===== src/rtl/hsw_pkg.sv =====
package hsw_pkg;

   // Link controller states
   typedef enum logic [1:0] {
      LNK_OFF  = 2'd0,   // disabled or overridden, switch open
      LNK_WAIT = 2'd1,   // enabled, waiting for stop or quiet window
      LNK_ON   = 2'd2    // sides joined
   } lnk_state_e;

   // Index of each line inside the synchroniser vector
   localparam int unsigned LINE_SCL = 0;
   localparam int unsigned LINE_SDA = 1;
   localparam int unsigned LINE_CNT = 2;

endpackage


===== src/rtl/hsw_sync.sv =====
module hsw_sync #(
   parameter int unsigned WIDTH  = 2,
   parameter int unsigned STAGES = 2
) (
   input  logic             clk,
   input  logic             rst_n,
   input  logic [WIDTH-1:0] d_i,
   output logic [WIDTH-1:0] q_o
);

   if (STAGES < 2) begin : g_bad_stages
      $error("hsw_sync: STAGES must be at least 2");
   end
   if (WIDTH < 1) begin : g_bad_width
      $error("hsw_sync: WIDTH must be at least 1");
   end

   logic [WIDTH-1:0] stg [STAGES];

   for (genvar s = 0; s < STAGES; s++) begin : g_stage
      if (s == 0) begin : g_first
         always_ff @(posedge clk or negedge rst_n) begin
            if (!rst_n) stg[s] <= '0;
            else        stg[s] <= d_i;
         end
      end else begin : g_next
         always_ff @(posedge clk or negedge rst_n) begin
            if (!rst_n) stg[s] <= '0;
            else        stg[s] <= stg[s-1];
         end
      end
   end

   assign q_o = stg[STAGES-1];

endmodule


===== src/rtl/hsw_bus_watch.sv =====
module hsw_bus_watch #(
   parameter int unsigned IDLE_TICKS = 95,
   localparam int unsigned CNT_W     = $clog2(IDLE_TICKS + 1)
) (
   input  logic             clk,
   input  logic             rst_n,
   input  logic             scl_s_i,
   input  logic             sda_s_i,
   input  logic             tick_i,
   output logic             stop_o,
   output logic             idle_full_o,
   output logic [CNT_W-1:0] idle_cnt_o
);

   localparam logic [CNT_W-1:0] CNT_LIM = CNT_W'(IDLE_TICKS);

   if (IDLE_TICKS < 1) begin : g_bad_idle
      $error("hsw_bus_watch: IDLE_TICKS must be at least 1");
   end

   logic             scl_q;
   logic             sda_q;
   logic [CNT_W-1:0] cnt_q;
   logic             quiet;

   // previous synchronised sample of each line
   always_ff @(posedge clk or negedge rst_n) begin
      if (!rst_n) begin
         scl_q <= 1'b0;
         sda_q <= 1'b0;
      end else begin
         scl_q <= scl_s_i;
         sda_q <= sda_s_i;
      end
   end

   // stop: data rises while clock is high on both samples
   assign stop_o = scl_s_i & scl_q & sda_s_i & ~sda_q;

   assign quiet = scl_s_i & sda_s_i;

   // quiet-window counter, saturating at the limit
   always_ff @(posedge clk or negedge rst_n) begin
      if (!rst_n) begin
         cnt_q <= '0;
      end else if (!quiet) begin
         cnt_q <= '0;
      end else if (tick_i && (cnt_q != CNT_LIM)) begin
         cnt_q <= cnt_q + 1'b1;
      end
   end

   assign idle_full_o = (cnt_q == CNT_LIM);
   assign idle_cnt_o  = cnt_q;

endmodule


===== src/rtl/hsw_link_fsm.sv =====
module hsw_link_fsm
   import hsw_pkg::*;
(
   input  logic clk,
   input  logic rst_n,
   input  logic enable_i,
   input  logic recover_i,
   input  logic stop_i,
   input  logic idle_full_i,
   output logic close_o
);

   lnk_state_e state_q;
   lnk_state_e state_d;
   logic       allowed;

   assign allowed = enable_i & ~recover_i;

   always_comb begin
      state_d = state_q;
      if (!allowed) begin
         state_d = LNK_OFF;
      end else begin
         unique case (state_q)
            LNK_OFF:  state_d = LNK_WAIT;
            LNK_WAIT: if (stop_i || idle_full_i) state_d = LNK_ON;
            LNK_ON:   state_d = LNK_ON;
            default:  state_d = LNK_OFF;
         endcase
      end
   end

   always_ff @(posedge clk or negedge rst_n) begin
      if (!rst_n) state_q <= LNK_OFF;
      else        state_q <= state_d;
   end

   // opening is immediate: the switch is gated by the live permission
   assign close_o = (state_q == LNK_ON) & allowed;

endmodule


===== src/rtl/hsw_link_ctl.sv =====
module hsw_link_ctl
   import hsw_pkg::*;
#(
   parameter int unsigned IDLE_TICKS  = 95,
   parameter int unsigned SYNC_STAGES = 2
) (
   input  logic clk,
   input  logic rst_n,
   input  logic enable_i,
   input  logic recover_req_i,
   input  logic bp_scl_i,
   input  logic bp_sda_i,
   input  logic tick_i,
   output logic link_close_o,
   output logic ready_o
);

   localparam int unsigned CNT_W = $clog2(IDLE_TICKS + 1);

   if (IDLE_TICKS < 1) begin : g_bad_idle
      $error("hsw_link_ctl: IDLE_TICKS must be at least 1");
   end
   if (SYNC_STAGES < 2) begin : g_bad_sync
      $error("hsw_link_ctl: SYNC_STAGES must be at least 2");
   end

   logic [LINE_CNT-1:0] lines_raw;
   logic [LINE_CNT-1:0] lines_s;
   logic                scl_s;
   logic                sda_s;
   logic                stop_pulse;
   logic                idle_full;
   logic [CNT_W-1:0]    idle_cnt;
   logic                close;

   assign lines_raw[LINE_SCL] = bp_scl_i;
   assign lines_raw[LINE_SDA] = bp_sda_i;

   hsw_sync #(
      .WIDTH  (LINE_CNT),
      .STAGES (SYNC_STAGES)
   ) u_sync (
      .clk   (clk),
      .rst_n (rst_n),
      .d_i   (lines_raw),
      .q_o   (lines_s)
   );

   assign scl_s = lines_s[LINE_SCL];
   assign sda_s = lines_s[LINE_SDA];

   hsw_bus_watch #(
      .IDLE_TICKS (IDLE_TICKS)
   ) u_watch (
      .clk         (clk),
      .rst_n       (rst_n),
      .scl_s_i     (scl_s),
      .sda_s_i     (sda_s),
      .tick_i      (tick_i),
      .stop_o      (stop_pulse),
      .idle_full_o (idle_full),
      .idle_cnt_o  (idle_cnt)
   );

   hsw_link_fsm u_fsm (
      .clk         (clk),
      .rst_n       (rst_n),
      .enable_i    (enable_i),
      .recover_i   (recover_req_i),
      .stop_i      (stop_pulse),
      .idle_full_i (idle_full),
      .close_o     (close)
   );

   assign link_close_o = close;
   assign ready_o      = close;

endmodule


===== config.mk =====
export PLATFORM = sky130hd
export DESIGN_NAME = hsw_link_ctl
export DESIGN_NICKNAME = d
export VERILOG_FILES = /design/src/rtl/hsw_pkg.sv /design/src/rtl/hsw_sync.sv /design/src/rtl/hsw_bus_watch.sv /design/src/rtl/hsw_link_fsm.sv /design/src/rtl/hsw_link_ctl.sv
export SDC_FILE = /design/constraint.sdc
export NUM_CORES = 1
export LEC_CHECK = 0
export ABC_AREA = 1
export BUFFER_PORTS_ARGS = -buffer_cell sky130_fd_sc_hd__buf_4
export CAP_MARGIN = 20
export CORE_UTILIZATION = 54
export CTS_CLUSTER_SIZE = 30
export DETAILED_ROUTE_END_ITERATION = 12
export GPL_TIMING_DRIVEN = 0
export PLACE_DENSITY = 0.8
export SLEW_MARGIN = 20
export SYNTH_ARGS = -nofsm -noshare
export SYNTH_HDL_FRONTEND = slang
export SYNTH_SLANG_ARGS = --single-unit

===== constraint.sdc =====
create_clock -name clk -period 1.51 [get_ports clk]
set_input_delay 0.0755 -clock clk [delete_from_list [all_inputs] [get_ports clk]]
set_output_delay 0.0755 -clock clk [all_outputs]
set_load 0.01 [all_outputs]

==> results of run 1 <==
worst max-delay path, stage by stage, from the launching register on:
cell,delay (ns)
dfrtp_1,0.43
ha_2,0.26
nand3_2,0.11
nor2_2,0.20
nor2_4,0.10
nor2_8,0.12
nand2_1,0.06
nand2_1,0.06
Yosys cell counts (all sizes together):
library cell   n  area share (%)
nand3          8             6.0
dfrtp         15              50
inv           14             7.0
a21oi          1            0.66
nand2         26              13
o21ai          4             2.6
ha             4             6.6
nand3b         1            0.99
nand4          3             2.5
xor2           1             1.2
buf            1            0.99
nor2          11             8.9
power by group:
part | internal, W | total (W) | switching (W)
clock | 0.000101 | 0.000234 | 0.000134
sequential | 0.000414 | 0.000420 | 0.00000602
combinational | 0.0000292 | 0.0000666 | 0.0000374
metrics by stage:
stage | power (W) | worst slack (ns) | area (um^2) | hold WS, ns
after floorplan | 0.000461 | 0.241 | 756 | -0.220
after global placement | 0.000487 | 0.136 | 835 | -0.0656
after detailed placement | 0.000490 | 0.111 | 835 | -0.0651
after CTS | 0.000731 | 0.0853 | 895 | 0.166
after global routing | 0.000753 | 0.00701 | 897 | 0.204
final | 0.000721 | 0.108 | 897 | 0.167
routing by layer:
layer  global-route usage (%)  part of all wire (%)  vias up
li1                         -                     -      307
met1                     24.0                    43      268
met2                     29.1                    50       17
met3                     1.70                   4.3        4
met4                     18.1                   3.1        0
met5                        0                     0        -
final timing paths:
check / startpoint / to / slack (ns) / depth (start not counted)
max: u_watch.idle_cnt_o[0] / u_watch.idle_cnt_o[6] / 0.11 / 7
min reg2reg: u_sync.stg[3] / u_sync.q_o[1] / 0.35 / 0
max in group asynchronous: rst_n / u_watch.idle_cnt_o[1] / 1.17 / 2
min in group clk: recover_req_i / u_fsm.state_q[1] / 0.20 / 6
max reg2reg: u_watch.idle_cnt_o[0] / u_watch.idle_cnt_o[6] / 0.11 / 7
min: rst_n / u_watch.idle_cnt_o[4] / 0.17 / 2
layout make-up:
cell class | count | area (um^2) | area share, %
Sequential cell | 15 | 375 | 41.8
Multi-Input combinational cell | 59 | 323 | 36.0
Timing Repair Buffer | 11 | 90.1 | 10.0
Inverter | 14 | 52.6 | 5.86
Clock buffer | 3 | 22.5 | 2.51
Tap cell | 15 | 18.8 | 2.09
Clock inverter | 1 | 7.51 | 0.837
Buffer | 1 | 7.51 | 0.837
repair_timing:
item	in CTS	in global routing
gates resized for setup	0	1
hold endpoints to repair	17	0
buffers inserted	0	0
hold buffers	3	0
setup endpoints to repair	0	3
state kept, by name, summed over array words and instances (netlist names):
signal,cells
u_watch.idle_cnt_o,7
u_fsm.state_q,2
u_sync.q_o,2
u_sync.stg,2
u_watch.scl_q,1
u_watch.sda_q,1
logic make-up after synthesis:
group                      Yosys count  synth area share, %
adders and majority gates            4                 6.62
buffers and inverters               15                 7.95
xor gates and xnor gates             1                 1.16
AOI/OAI and AO/OA                    5                 3.31
DFF                                 15                 49.7
and+or+nand+nor                     49                 31.3
==> flow_summary.json, run 1 <==
{
  "status": "completed",
  "layout.nets": 116,
  "vias_per_cell": 5.01,
  "cts_max_level": 1,
  "post_synth.cell_area_avg_um2": 8.49,
  "yosys_register_bits": 15,
  "layout-drive-gt1-share_pct": 17.3,
  "layout_commonest_cell": "nand2_1",
  "area_growth_pct": 18.7,
  "netlist_instances": 89,
  "die_width_um": 39.4,
  "min-delay-path-class": "in -> async",
  "synthesis.nets": 100,
  "transition_time_at_the_pin_with_the_least_slew_margin_ns": 0.284,
  "drv_cap": 0,
  "timing.final.hold_violations": 0,
  "drc_errors": 0,
  "powerDensity_nw_per_um2": 804,
  "yosys_warnings": 0,
  "finalSetupTns_ns": 0,
  "number_of_global_route_vias_before_repair": 471,
  "dp_hpwl_um": 875,
  "avgRoutedWirePerCell_um": 10.3,
  "fill_cells": 113,
  "numCtsBuffers": 3,
  "rsz0062_at_grt": "false",
  "vdd_drop_max_uv": 749,
  "finalCriticalPeriod_ns": 1.40,
  "drtAntennaViolNets": 0,
  "globalplace.congestion": 0.731,
  "start_util_pct": 58.1,
  "clock.fmax_ghz": 0.713,
  "dr_total_vias": 596,
  "timing_max_transition_violations_final": 0,
  "worstSkewPairLatency_ns": 0.28,
  "clock_sinks": 15,
  "power.static_leakage_nw": 0.458,
  "core_um2": 1300,
  "all_layer_gr_usage_pct": 19.3,
  "maximum_number_of_pins_on_one_net_before_global_route_repair": 16,
  "placed_cells_incl_taps": 112,
  "worst_setup_hold_path_clk_slew_ns": 0.09,
  "fp.dieH_um": 39.4,
  "routed_wirelength_um": 1230,
  "initial_antenna_violation_count": 0,
  "drt-initial-drc-count": 20,
  "io_buffers": 8,
  "clock_tree_from_tritoncts": "yes",
  "ios": 9,
  "max-clock-path-buffers": 2,
  "timing.critical_path.from_type": "flop",
  "cp_data_required_time_ns": 1.74,
  "detail_route.first_pass.iterations": 4,
  "critPathKind": "reg -> reg",
  "stdcell_count": 119,
  "crit_fanout": 8,
  "die_area_um2": 1550,
  "globalRouteOverflowTotal": 0,
  "rows": 13,
  "post-route-util_pct": 68.9,
  "report.final.setup_viol": 0,
  "layout_common_cells": "26 x nand2_1, 15 x dfrtp_1, 14 x inv_1, 9 x buf_4, 8 x nor2_1",
  "diodes": 0,
  "cp.arrival_ns": 1.63,
  "global_route_wire_length_before_repair_um": 1880,
  "worst_setup_path_end_kind": "flop",
  "cts.root.buffer_cell": "clkbuf_4",
  "synth.cell_area_um2": 756,
  "finalCritPeriodShare_pct": 92.9,
  "max_slew_margin_pct": 81.0,
  "yosys.cell_types.count": 16,
  "skew_ns": 0.00416,
  "yosysSeqAreaShare_pct": 49.7
}
Note: power is estimated with default switching activity, not from simulation.
==> run 2: changes to the inputs <==
- clock period: 1.51 -> 1.6 ns (I/O delays scaled with it)
==> flow_summary.json, run 2 (synthesis results as in run 1) <==
{
  "die_area_um2": 1550,
  "global_route_wire_length_before_repair_um": 1880,
  "start_util_pct": 58.1,
  "vdd_drop_max_uv": 706,
  "globalplace.congestion": 0.731,
  "worstPathCellList": "ha_1 -> nand3_2 -> nor2_2 -> nor2_4 -> nor2_8 -> nand2_1 -> nand2_1",
  "clock_sinks": 15,
  "rows": 13,
  "maximum_number_of_pins_on_one_net_before_global_route_repair": 16,
  "layout.nets": 116,
  "power.static_leakage_nw": 0.461,
  "worst_setup_hold_path_clk_slew_ns": 0.09,
  "detail_route.first_pass.iterations": 4,
  "die_width_um": 39.4,
  "drv_cap": 0,
  "cp_data_required_time_ns": 1.83,
  "postCtsSetupBuffers": 0,
  "timing.critical_path.from_type": "flop",
  "finalCriticalPeriod_ns": 1.42,
  "min-delay-path-class": "in -> async",
  "initial_antenna_violation_count": 0,
  "powerDensity_nw_per_um2": 761,
  "cp.arrival_ns": 1.65,
  "timing.final.hold_violations": 0,
  "finalSetupTns_ns": 0,
  "area_growth_pct": 18.4,
  "vias_per_cell": 5.00,
  "core_um2": 1300,
  "placement.cell_area_um2": 835,
  "ios": 9,
  "drtAntennaViolNets": 0,
  "numCtsBuffers": 3,
  "drc_errors": 0,
  "cts_max_level": 1,
  "io_buffers": 8,
  "rsz0062_at_grt": "false",
  "number_of_global_route_vias_before_repair": 471,
  "routed_wirelength_um": 1230,
  "dr_total_vias": 595,
  "placed_cells_incl_taps": 112,
  "stdcell_count": 119,
  "timing_max_transition_violations_final": 0,
  "clock.fmax_ghz": 0.703,
  "critical_path.most_common_cell": "nand2_1",
  "clock_tree_from_tritoncts": "yes",
  "avgRoutedWirePerCell_um": 10.4,
  "largest_register_ff_count": 7,
  "crit_fanout": 8,
  "cell_with_the_largest_stage_delay_on_the_worst_path": "dfrtp_1",
  "skew_ns": 0.00375,
  "max_slew_margin_pct": 80.9,
  "report.final.setup_viol": 0,
  "layout-drive-gt1-share_pct": 16.3,
  "finalCritPeriodShare_pct": 88.9,
  "layout_commonest_cell": "nand2_1",
  "globalRouteOverflowTotal": 0,
  "max-clock-path-buffers": 2,
  "fp.dieH_um": 39.4,
  "cts.root.buffer_cell": "clkbuf_4",
  "dp_hpwl_um": 875,
  "post-route-util_pct": 68.8,
  "worst_setup_path_end_kind": "flop",
  "worstSkewPairLatency_ns": 0.28,
  "critPathKind": "reg -> reg",
  "status": "completed",
  "transition_time_at_the_pin_with_the_least_slew_margin_ns": 0.287,
  "drt-initial-drc-count": 13,
  "all_layer_gr_usage_pct": 19.3,
  "diodes": 0,
  "postLayoutCellArea_um2": 895,
  "layout_common_cells": "26 x nand2_1, 15 x dfrtp_1, 14 x inv_1, 9 x buf_4, 8 x nor2_1",
  "fill_cells": 114,
  "max_stage_delay_ns": 0.42
}
-- run 2: through the flow --
step	hold slack (ns)	total power, W	setup WS [ns]
floorplan	-0.216	0.000435	0.331
global placement	-0.0611	0.000460	0.226
detailed placement	-0.0606	0.000463	0.201
CTS	0.170	0.000690	0.175
global route	0.208	0.000710	0.0739
finish	0.172	0.000681	0.178
-- run 2: path summary, 6_finish.rpt --
| path | startpoint | to | slack, ns | depth (start not counted) |
|---|---|---|---|---|
| setup / recovery | u_watch.idle_cnt_o[0] | u_watch.idle_cnt_o[6] | 0.18 | 7 |
| hold / removal | rst_n | u_sync.stg[2] | 0.17 | 2 |
| setup reg to reg | u_watch.idle_cnt_o[0] | u_watch.idle_cnt_o[6] | 0.18 | 7 |
| hold reg to reg | u_sync.stg[3] | u_sync.q_o[1] | 0.35 | 0 |
| max in group asynchronous | rst_n | u_watch.idle_cnt_o[1] | 1.26 | 2 |
| min in group clk | recover_req_i | u_fsm.state_q[1] | 0.20 | 6 |
-- run 2: power by group --
part           leakage, nW  internal [W]  total (W)  switching (W)
logic                0.253     0.0000275  0.0000630      0.0000355
clock network       0.0139     0.0000950   0.000221       0.000126
registers            0.194      0.000391   0.000396     0.00000560
total                0.461      0.000513   0.000681       0.000167
-- run 2: worst max-delay path, delay by kind of cell, from the launching register on --
kind	cells	cell delay [ns]
flops	1	0.42
simple gates	6	0.67
fa+ha+maj	1	0.27
-- run 2: layer usage --
metal | wire [um] | track usage (%) | vias to the layer above
li1 | - | - | 306
met4 | 38 | 18.1 | 0
met3 | 57 | 1.70 | 4
met1 | 533 | 24.0 | 269
met2 | 603 | 29.1 | 16
met5 | 0 | 0 | -
-- run 2: what timing repair did --
action	4_1_cts	5_1_grt
endpoints found under the hold margin	17	0
hold buffers	3	0
gates resized for setup	0	0
-- run 2: final cells by class --
cell class	count	area (um^2)	area share (%)
buffer	1	7.51	0.839
clock buffer	3	22.5	2.52
timing repair buffer	11	90.1	10.1
inverter	14	52.6	5.87
multi-input combinational	59	320	35.8
tap	15	18.8	2.10
sequential	15	375	42.0
clock inverter	1	7.51	0.839
